### config.mk
export PLATFORM = sky130hd
export DESIGN_NAME = flash_status_gen
export DESIGN_NICKNAME = d
export VERILOG_FILES = /design/src/rtl/fsg_pkg.sv /design/src/rtl/fsg_toggle_bit.sv /design/src/rtl/fsg_sector_match.sv /design/src/rtl/fsg_prot_timer.sv /design/src/rtl/fsg_status_plan.sv /design/src/rtl/flash_status_gen.sv
export SDC_FILE = /design/constraint.sdc
export NUM_CORES = 1
export LEC_CHECK = 0
export ABC_CLOCK_PERIOD_IN_PS = 2050
export BUFFER_PORTS_ARGS = -buffer_cell sky130_fd_sc_hd__buf_2
export CAP_MARGIN = 20
export CORE_ASPECT_RATIO = 1.5
export CORE_UTILIZATION = 40
export DETAILED_ROUTE_END_ITERATION = 8
export PLACE_DENSITY = 0.73
export SLEW_MARGIN = 20
export SYNTH_ARGS = -nofsm -noshare
export SYNTH_HDL_FRONTEND = slang
export SYNTH_SLANG_ARGS = --single-unit
### constraint.sdc
create_clock -name clk -period 2.05 [get_ports clk]
set_input_delay 0.41 -clock clk [delete_from_list [all_inputs] [get_ports clk]]
set_output_delay 0.41 -clock clk [all_outputs]
set_load 0.01 [all_outputs]
### src/rtl/fsg_pkg.sv
package fsg_pkg;

    localparam int DATA_W = 8;

    typedef enum logic [2:0] {
        ALG_IDLE      = 3'd0,
        ALG_PROG      = 3'd1,
        ALG_EWIN      = 3'd2,
        ALG_SERASE    = 3'd3,
        ALG_CERASE    = 3'd4,
        ALG_SUSP      = 3'd5,
        ALG_SUSP_PROG = 3'd6,
        ALG_RSVD      = 3'd7
    } alg_mode_e;

    typedef enum logic [1:0] {
        WIN_NONE  = 2'd0,
        WIN_PROG  = 2'd1,
        WIN_ERASE = 2'd2
    } win_kind_e;

    // Per-access decision: what to show and which toggles advance
    typedef struct packed {
        logic show_status;
        logic dq7;
        logic dq6_step;
        logic dq5;
        logic dq3;
        logic dq2_step;
        logic busy;
    } stat_plan_t;

    localparam stat_plan_t PLAN_ARRAY = '{default: 1'b0};

    function automatic logic [DATA_W-1:0] pack_status(
        input stat_plan_t p, input logic t6, input logic t2);
        logic [DATA_W-1:0] b;
        b    = '0;
        b[7] = p.dq7;
        b[6] = t6;
        b[5] = p.dq5;
        b[3] = p.dq3;
        b[2] = t2;
        return b;
    endfunction

endpackage

### src/rtl/fsg_toggle_bit.sv
module fsg_toggle_bit (
    input  logic clk,
    input  logic rst,
    input  logic step,
    output logic q
);
    always_ff @(posedge clk) begin
        if (rst)       q <= 1'b0;
        else if (step) q <= ~q;
    end
endmodule

### src/rtl/fsg_sector_match.sv
module fsg_sector_match #(
    parameter int SEC_IDX_W = 4,
    localparam int NUM_SEC  = 1 << SEC_IDX_W
) (
    input  logic [SEC_IDX_W-1:0] sec_idx,
    input  logic [NUM_SEC-1:0]   erase_sel,
    input  logic [NUM_SEC-1:0]   fail_sel,
    output logic                 erase_hit,
    output logic                 fail_hit
);
    logic [NUM_SEC-1:0] onehot;

    for (genvar g = 0; g < NUM_SEC; g++) begin : g_dec
        assign onehot[g] = (sec_idx == SEC_IDX_W'(g));
    end

    assign erase_hit = |(onehot & erase_sel);
    assign fail_hit  = |(onehot & fail_sel);
endmodule

### src/rtl/fsg_prot_timer.sv
module fsg_prot_timer #(
    parameter int PROT_PROG_CYC  = 8,
    parameter int PROT_ERASE_CYC = 40,
    localparam int MAXC  = (PROT_PROG_CYC > PROT_ERASE_CYC) ? PROT_PROG_CYC : PROT_ERASE_CYC,
    localparam int CNT_W = $clog2(MAXC + 1)
) (
    input  logic                clk,
    input  logic                rst,
    input  logic                allow,
    input  logic                go_prog,
    input  logic                go_erase,
    output logic                win_active,
    output fsg_pkg::win_kind_e  win_kind
);
    import fsg_pkg::*;

    logic [CNT_W-1:0] cnt;
    logic             is_erase;

    always_ff @(posedge clk) begin
        if (rst) begin
            win_active <= 1'b0;
            is_erase   <= 1'b0;
            cnt        <= '0;
        end else if (allow && go_erase) begin
            win_active <= 1'b1;
            is_erase   <= 1'b1;
            cnt        <= CNT_W'(PROT_ERASE_CYC - 1);
        end else if (allow && go_prog) begin
            win_active <= 1'b1;
            is_erase   <= 1'b0;
            cnt        <= CNT_W'(PROT_PROG_CYC - 1);
        end else if (win_active) begin
            if (cnt == '0) win_active <= 1'b0;
            else           cnt        <= cnt - 1'b1;
        end
    end

    always_comb begin
        if (!win_active)  win_kind = WIN_NONE;
        else if (is_erase) win_kind = WIN_ERASE;
        else               win_kind = WIN_PROG;
    end
endmodule

### src/rtl/fsg_status_plan.sv
module fsg_status_plan (
    input  fsg_pkg::alg_mode_e  mode,
    input  fsg_pkg::win_kind_e  win_kind,
    input  logic                timed_out,
    input  logic                prog_d7,
    input  logic                erase_hit,
    input  logic                fail_hit,
    output fsg_pkg::stat_plan_t plan
);
    import fsg_pkg::*;

    logic erase_t2;

    // Sector toggle in erase modes: failed sectors only once timed out
    always_comb erase_t2 = timed_out ? fail_hit : erase_hit;

    always_comb begin
        plan = PLAN_ARRAY;
        unique case (mode)
            ALG_PROG: plan = '{show_status: 1'b1, dq7: ~prog_d7, dq6_step: 1'b1,
                               dq5: timed_out, dq3: 1'b0, dq2_step: 1'b0,
                               busy: ~timed_out};
            ALG_EWIN: plan = '{show_status: 1'b1, dq7: 1'b0, dq6_step: 1'b1,
                               dq5: 1'b0, dq3: 1'b0, dq2_step: erase_hit,
                               busy: ~timed_out};
            ALG_SERASE: plan = '{show_status: 1'b1, dq7: 1'b0, dq6_step: 1'b1,
                                 dq5: timed_out, dq3: 1'b1, dq2_step: erase_t2,
                                 busy: ~timed_out};
            ALG_CERASE: plan = '{show_status: 1'b1, dq7: 1'b0, dq6_step: 1'b1,
                                 dq5: timed_out, dq3: 1'b1,
                                 dq2_step: timed_out ? fail_hit : 1'b1,
                                 busy: ~timed_out};
            ALG_SUSP: begin
                if (erase_hit)
                    plan = '{show_status: 1'b1, dq7: 1'b1, dq6_step: 1'b0,
                             dq5: 1'b0, dq3: 1'b0, dq2_step: 1'b1, busy: 1'b0};
                else
                    plan = PLAN_ARRAY;
            end
            ALG_SUSP_PROG: plan = '{show_status: 1'b1, dq7: ~prog_d7, dq6_step: 1'b1,
                                    dq5: timed_out, dq3: 1'b0, dq2_step: erase_hit,
                                    busy: ~timed_out};
            default: begin
                unique case (win_kind)
                    WIN_PROG:  plan = '{show_status: 1'b1, dq7: ~prog_d7, dq6_step: 1'b1,
                                        dq5: 1'b0, dq3: 1'b0, dq2_step: 1'b0, busy: 1'b1};
                    WIN_ERASE: plan = '{show_status: 1'b1, dq7: 1'b0, dq6_step: 1'b1,
                                        dq5: 1'b0, dq3: 1'b1, dq2_step: 1'b0, busy: 1'b1};
                    default:   plan = PLAN_ARRAY;
                endcase
            end
        endcase
    end
endmodule

### src/rtl/flash_status_gen.sv
module flash_status_gen #(
    parameter int SEC_IDX_W      = 4,
    parameter int PROT_PROG_CYC  = 8,
    parameter int PROT_ERASE_CYC = 40,
    localparam int NUM_SEC       = 1 << SEC_IDX_W
) (
    input  logic                 clk,
    input  logic                 rst,
    input  logic [2:0]           alg_mode,
    input  logic                 timed_out,
    input  logic                 prog_d7,
    input  logic [NUM_SEC-1:0]   erase_sel,
    input  logic [NUM_SEC-1:0]   fail_sel,
    input  logic                 prot_prog_go,
    input  logic                 prot_erase_go,
    input  logic [SEC_IDX_W-1:0] rd_sector,
    input  logic                 ce_n,
    input  logic                 oe_n,
    input  logic [7:0]           array_data,
    output logic [7:0]           dout,
    output logic                 busy_n
);
    import fsg_pkg::*;

    alg_mode_e  mode;
    win_kind_e  win_kind;
    stat_plan_t plan;
    logic       win_active;
    logic       erase_hit, fail_hit;
    logic       rd_act, rd_act_q, rd_start;
    logic       allow_win;
    logic [1:0] tog_step, tog_q;
    logic       tog6, tog2;

    assign mode      = alg_mode_e'(alg_mode);
    assign allow_win = (mode == ALG_IDLE) || (mode == ALG_RSVD);

    // Access start: combined strobe going active
    assign rd_act   = ~ce_n & ~oe_n;
    assign rd_start = rd_act & ~rd_act_q;

    always_ff @(posedge clk) begin
        if (rst) rd_act_q <= 1'b0;
        else     rd_act_q <= rd_act;
    end

    fsg_sector_match #(.SEC_IDX_W(SEC_IDX_W)) u_match (
        .sec_idx   (rd_sector),
        .erase_sel (erase_sel),
        .fail_sel  (fail_sel),
        .erase_hit (erase_hit),
        .fail_hit  (fail_hit)
    );

    fsg_prot_timer #(
        .PROT_PROG_CYC  (PROT_PROG_CYC),
        .PROT_ERASE_CYC (PROT_ERASE_CYC)
    ) u_prot (
        .clk        (clk),
        .rst        (rst),
        .allow      (allow_win),
        .go_prog    (prot_prog_go),
        .go_erase   (prot_erase_go),
        .win_active (win_active),
        .win_kind   (win_kind)
    );

    fsg_status_plan u_plan (
        .mode      (mode),
        .win_kind  (win_kind),
        .timed_out (timed_out),
        .prog_d7   (prog_d7),
        .erase_hit (erase_hit),
        .fail_hit  (fail_hit),
        .plan      (plan)
    );

    // index 0: general toggle (bit 6), index 1: sector toggle (bit 2)
    assign tog_step[0] = rd_start & plan.dq6_step;
    assign tog_step[1] = rd_start & plan.dq2_step;

    for (genvar g = 0; g < 2; g++) begin : g_tog
        fsg_toggle_bit u_tog (
            .clk  (clk),
            .rst  (rst),
            .step (tog_step[g]),
            .q    (tog_q[g])
        );
    end

    assign tog6 = tog_q[0];
    assign tog2 = tog_q[1];

    always_ff @(posedge clk) begin
        if (rst) begin
            dout   <= '0;
            busy_n <= 1'b1;
        end else begin
            busy_n <= ~plan.busy;
            if (rd_start)
                dout <= plan.show_status ? pack_status(plan, tog6, tog2) : array_data;
        end
    end
endmodule

==> reports/summary.txt <==
Remaining Overflow, GRT -> 0
Slowest CP cell -> or4b_4
ANT nets after route -> 0
Layout area overhead -> 37.92%
Clock period minus worst slack -> 1.980 ns
Met3 usage -> 0.01389
Post-synth top cells -> a21oi_1 (20), dfxtp_1 (20), nor2_1 (19)
Post-route setup TNS -> 0 ns
Drt via density -> 5.368
Die Ht -> 77.04 um
Hold Fails Final Rpt -> 0
Core Footprint -> 3481 um^2
Fin Clk Skew -> 0.001509 ns
VDD IR max -> 0.5666 mV
Synth warn -> 0
Netlist cell types -> 54
Worst r2r path cells -> 8
Drt drc -> 0
Avg Cell Area, Syn -> 7.944 um^2
Asr flop ratio synth -> 0
Cell area after synthesis -> 1501 um^2
Number of global-route vias before repair -> 1558
Mapped Nets -> 245
Hold depth -> 2
Worst-path clk slew -> 0.07 ns
Total GRT Usage -> 0.1980
Slew Viols, Final -> 0
Clock insertion delay at the later pin of the skew report -> 0.26 ns
Ant diodes -> 0
Post-DP HPWL -> 3090 um
First-pass GRT wire length -> 6272 um
Power density over the cells -> 519.1 nW/um^2
Initial antenna violation count -> 0
CTS tree -> built
Cell family with most CP delay -> simple AND/OR/NAND/NOR gates
Crit path cell chain -> clkbuf_4, or4b_4, nand3_2, o41ai_4, a31o_1, a221oi_4, mux2_4
Status -> finished, final reports clean
Clk buf depth -> 2
Number of max-cap violations -> 0
WL per Instance -> 12.87 um
Top FF cell, synth -> dfxtp_1
Worst endpoint required time -> 2.20 ns
WL final -> 3950 um
Final setup viols -> 0
FF-to-FF setup slack -> 0.22 ns
Rows -> 26
Worst Min Path Start -> ce_n
Slew Limit Headroom -> 0.6683
WS Path Type -> input pin to flop
Final GP Congestion -> 0.8497
Placed cells -> 303
Worst Tran Pin Value -> 0.4924 ns
Initial Utilization -> 0.4313
1st-iter DRT viols -> 25
Total I/O pin count -> 64
Top cell type's share of synthesized area -> 0.2667
Synth area leader -> dfxtp_1
RR Startpoint -> u_prot.cnt[0]
Period Utilization, post-route -> 0.9659
Hold_ws -> 0.3314 ns
GR Layer Usage met2 -> 0.3833
CP endpoint kind -> flop
Slowest cell delay on critical path -> 0.50 ns
Root buffer cell -> clkbuf_8
Met1 Use GR -> 0.2072
Number of I/O port buffers -> 63
Mapped Cells -> 189
Full die area -> 4008 um^2
CTS Buf Count -> 3
CP startpoint -> rd_sector[2]
CP Launch Type -> input pin
Path type of the worst min-delay path -> input pin to flop
Number of synthesized register bits -> 20
Vias -> 1648
Worst reg2reg path endpoint -> u_prot.cnt[2]
Fmax -> 505.0 MHz
RSZ-0062 raised after global routing -> no
Grt peak-use layer -> met2
DIE WIDTH -> 52.03 um
Leakage -> 0.9259 nW
Hold Path Sink -> rd_act_q
EDFF count, synth -> 0
Final nets -> 322
CP max FO -> 14
Largest net degree at the start of global routing -> 22
Sequential cell area fraction in the yosys report -> 0.2667
CTS Hold Buffers Added -> 0
Clock Sinks -> 20
CTS HTree Levels -> 1
Layout cells sized above 1 -> 0.3925
Finished Layout Cells -> 307
Worst path arrival time -> 2.13 ns
Drt first pass iters -> 4
CP Buf/Inv Count -> 1
Top post-synthesis cells by area -> dfxtp_1 (27%), a21oi_1 (6.7%), nor2_1 (4.7%)
## layout make-up
class / instances / area [um^2]
clock buffer: 4 / 55.05
fill: 346 / 1410
inverter: 7 / 26.28
tap: 42 / 52.55
multi-input combinational: 150 / 1049
timing repair buffer: 84 / 488.0
sequential: 20 / 400.4
## worst max-delay path by stage
stage                                  end  slack (ns)  cells after the start
after global routing      g_tog[1].u_tog.q        0.02                      7
after global placement    g_tog[1].u_tog.q       -0.16                      7
after floorplan           g_tog[1].u_tog.q       -0.03                      7
final                     g_tog[1].u_tog.q        0.07                      7
after detailed placement  g_tog[1].u_tog.q       -0.25                      7
after CTS                 g_tog[1].u_tog.q        0.03                      7
## worst register-to-register path, delay by kind of cell (launching register included)
family,cells,cell delay (ns)
xor+xnor,1,0.12
buf+inv,2,0.29
simple gates,2,0.52
flops,1,0.31
fa+ha+maj,1,0.16
compound gates,2,0.30
## per-stage QoR
step	power, W	area [um^2]	worst slack, ns	util
after floorplan	0.0006422	1510	-0.02547	-
after global placement	0.0007681	1984	-0.1583	0.5701
after detailed placement	0.0007746	1984	-0.2465	0.5701
after CTS	0.001069	2039	0.02714	0.5859
after global routing	0.001130	2071	0.01632	0.5949
final	0.001075	2071	0.06996	0.5949
## routing by layer
metal	part of all wire	wire length, um	vias up
met5	0	0	-
met4	0.018	73	0
met3	0.053	210	9
met2	0.52	2060	55
met1	0.41	1606	751
li1	-	-	833
## sequential cells by signal (all words and copies together) (netlist names)
register and cells:
busy_n 1, dout 8, g_tog.u_tog.q 2, rd_act_q 1, u_prot.cnt 6, u_prot.is_erase 1
u_prot.win_active 1
## repair_timing
| item | CTS | global route |
|---|---|---|
| setup buffers | 0 | 0 |
| endpoints found under the hold margin | 0 | 0 |
| gates resized for setup | 0 | 6 |
| setup endpoints to repair | 0 | 1 |
## cells in the final DEF, fill, tap and decap left out, types with 2 or more instances in the layout
| cell type | instances |
|---|---|
| or3b_1 | 2 |
| nor2_1 | 19 |
| xor2_1 | 2 |
| or3_1 | 2 |
| a21oi_1 | 19 |
| o21ai_0 | 6 |
| nand2b_1 | 9 |
| mux2i_1 | 7 |
| nor3b_1 | 3 |
| dfxtp_1 | 20 |
| nand4_1 | 3 |
| nor3_1 | 7 |
| xnor2_1 | 5 |
| a221oi_4 | 2 |
| nor2b_1 | 4 |
| nand3b_1 | 4 |
| nand2_1 | 15 |
| buf_4 | 20 |
| buf_2 | 62 |
| clkbuf_8 | 4 |
| nand3_1 | 3 |
| inv_1 | 7 |
| a211oi_1 | 5 |
| mux2_2 | 2 |
| a211o_1 | 2 |
## power by group
group          switching (W)  internal (W)  total [W]
Clock               0.000126      0.000171   0.000297
Sequential         0.0000171      0.000415   0.000432
Combinational       0.000170      0.000176   0.000346
## cells by family after synthesis
kind of cell,after synthesis,share of synthesized area
and+or+nand+nor,82,0.2925
AOI/OAI and AO/OA,50,0.2625
DFF,20,0.2667
buffers and inverters,19,0.06000
muxes,10,0.06917
xor gates and xnor gates,7,0.04083
adders and majority gates,1,0.008332
Note: power is estimated with default switching activity, not from simulation.
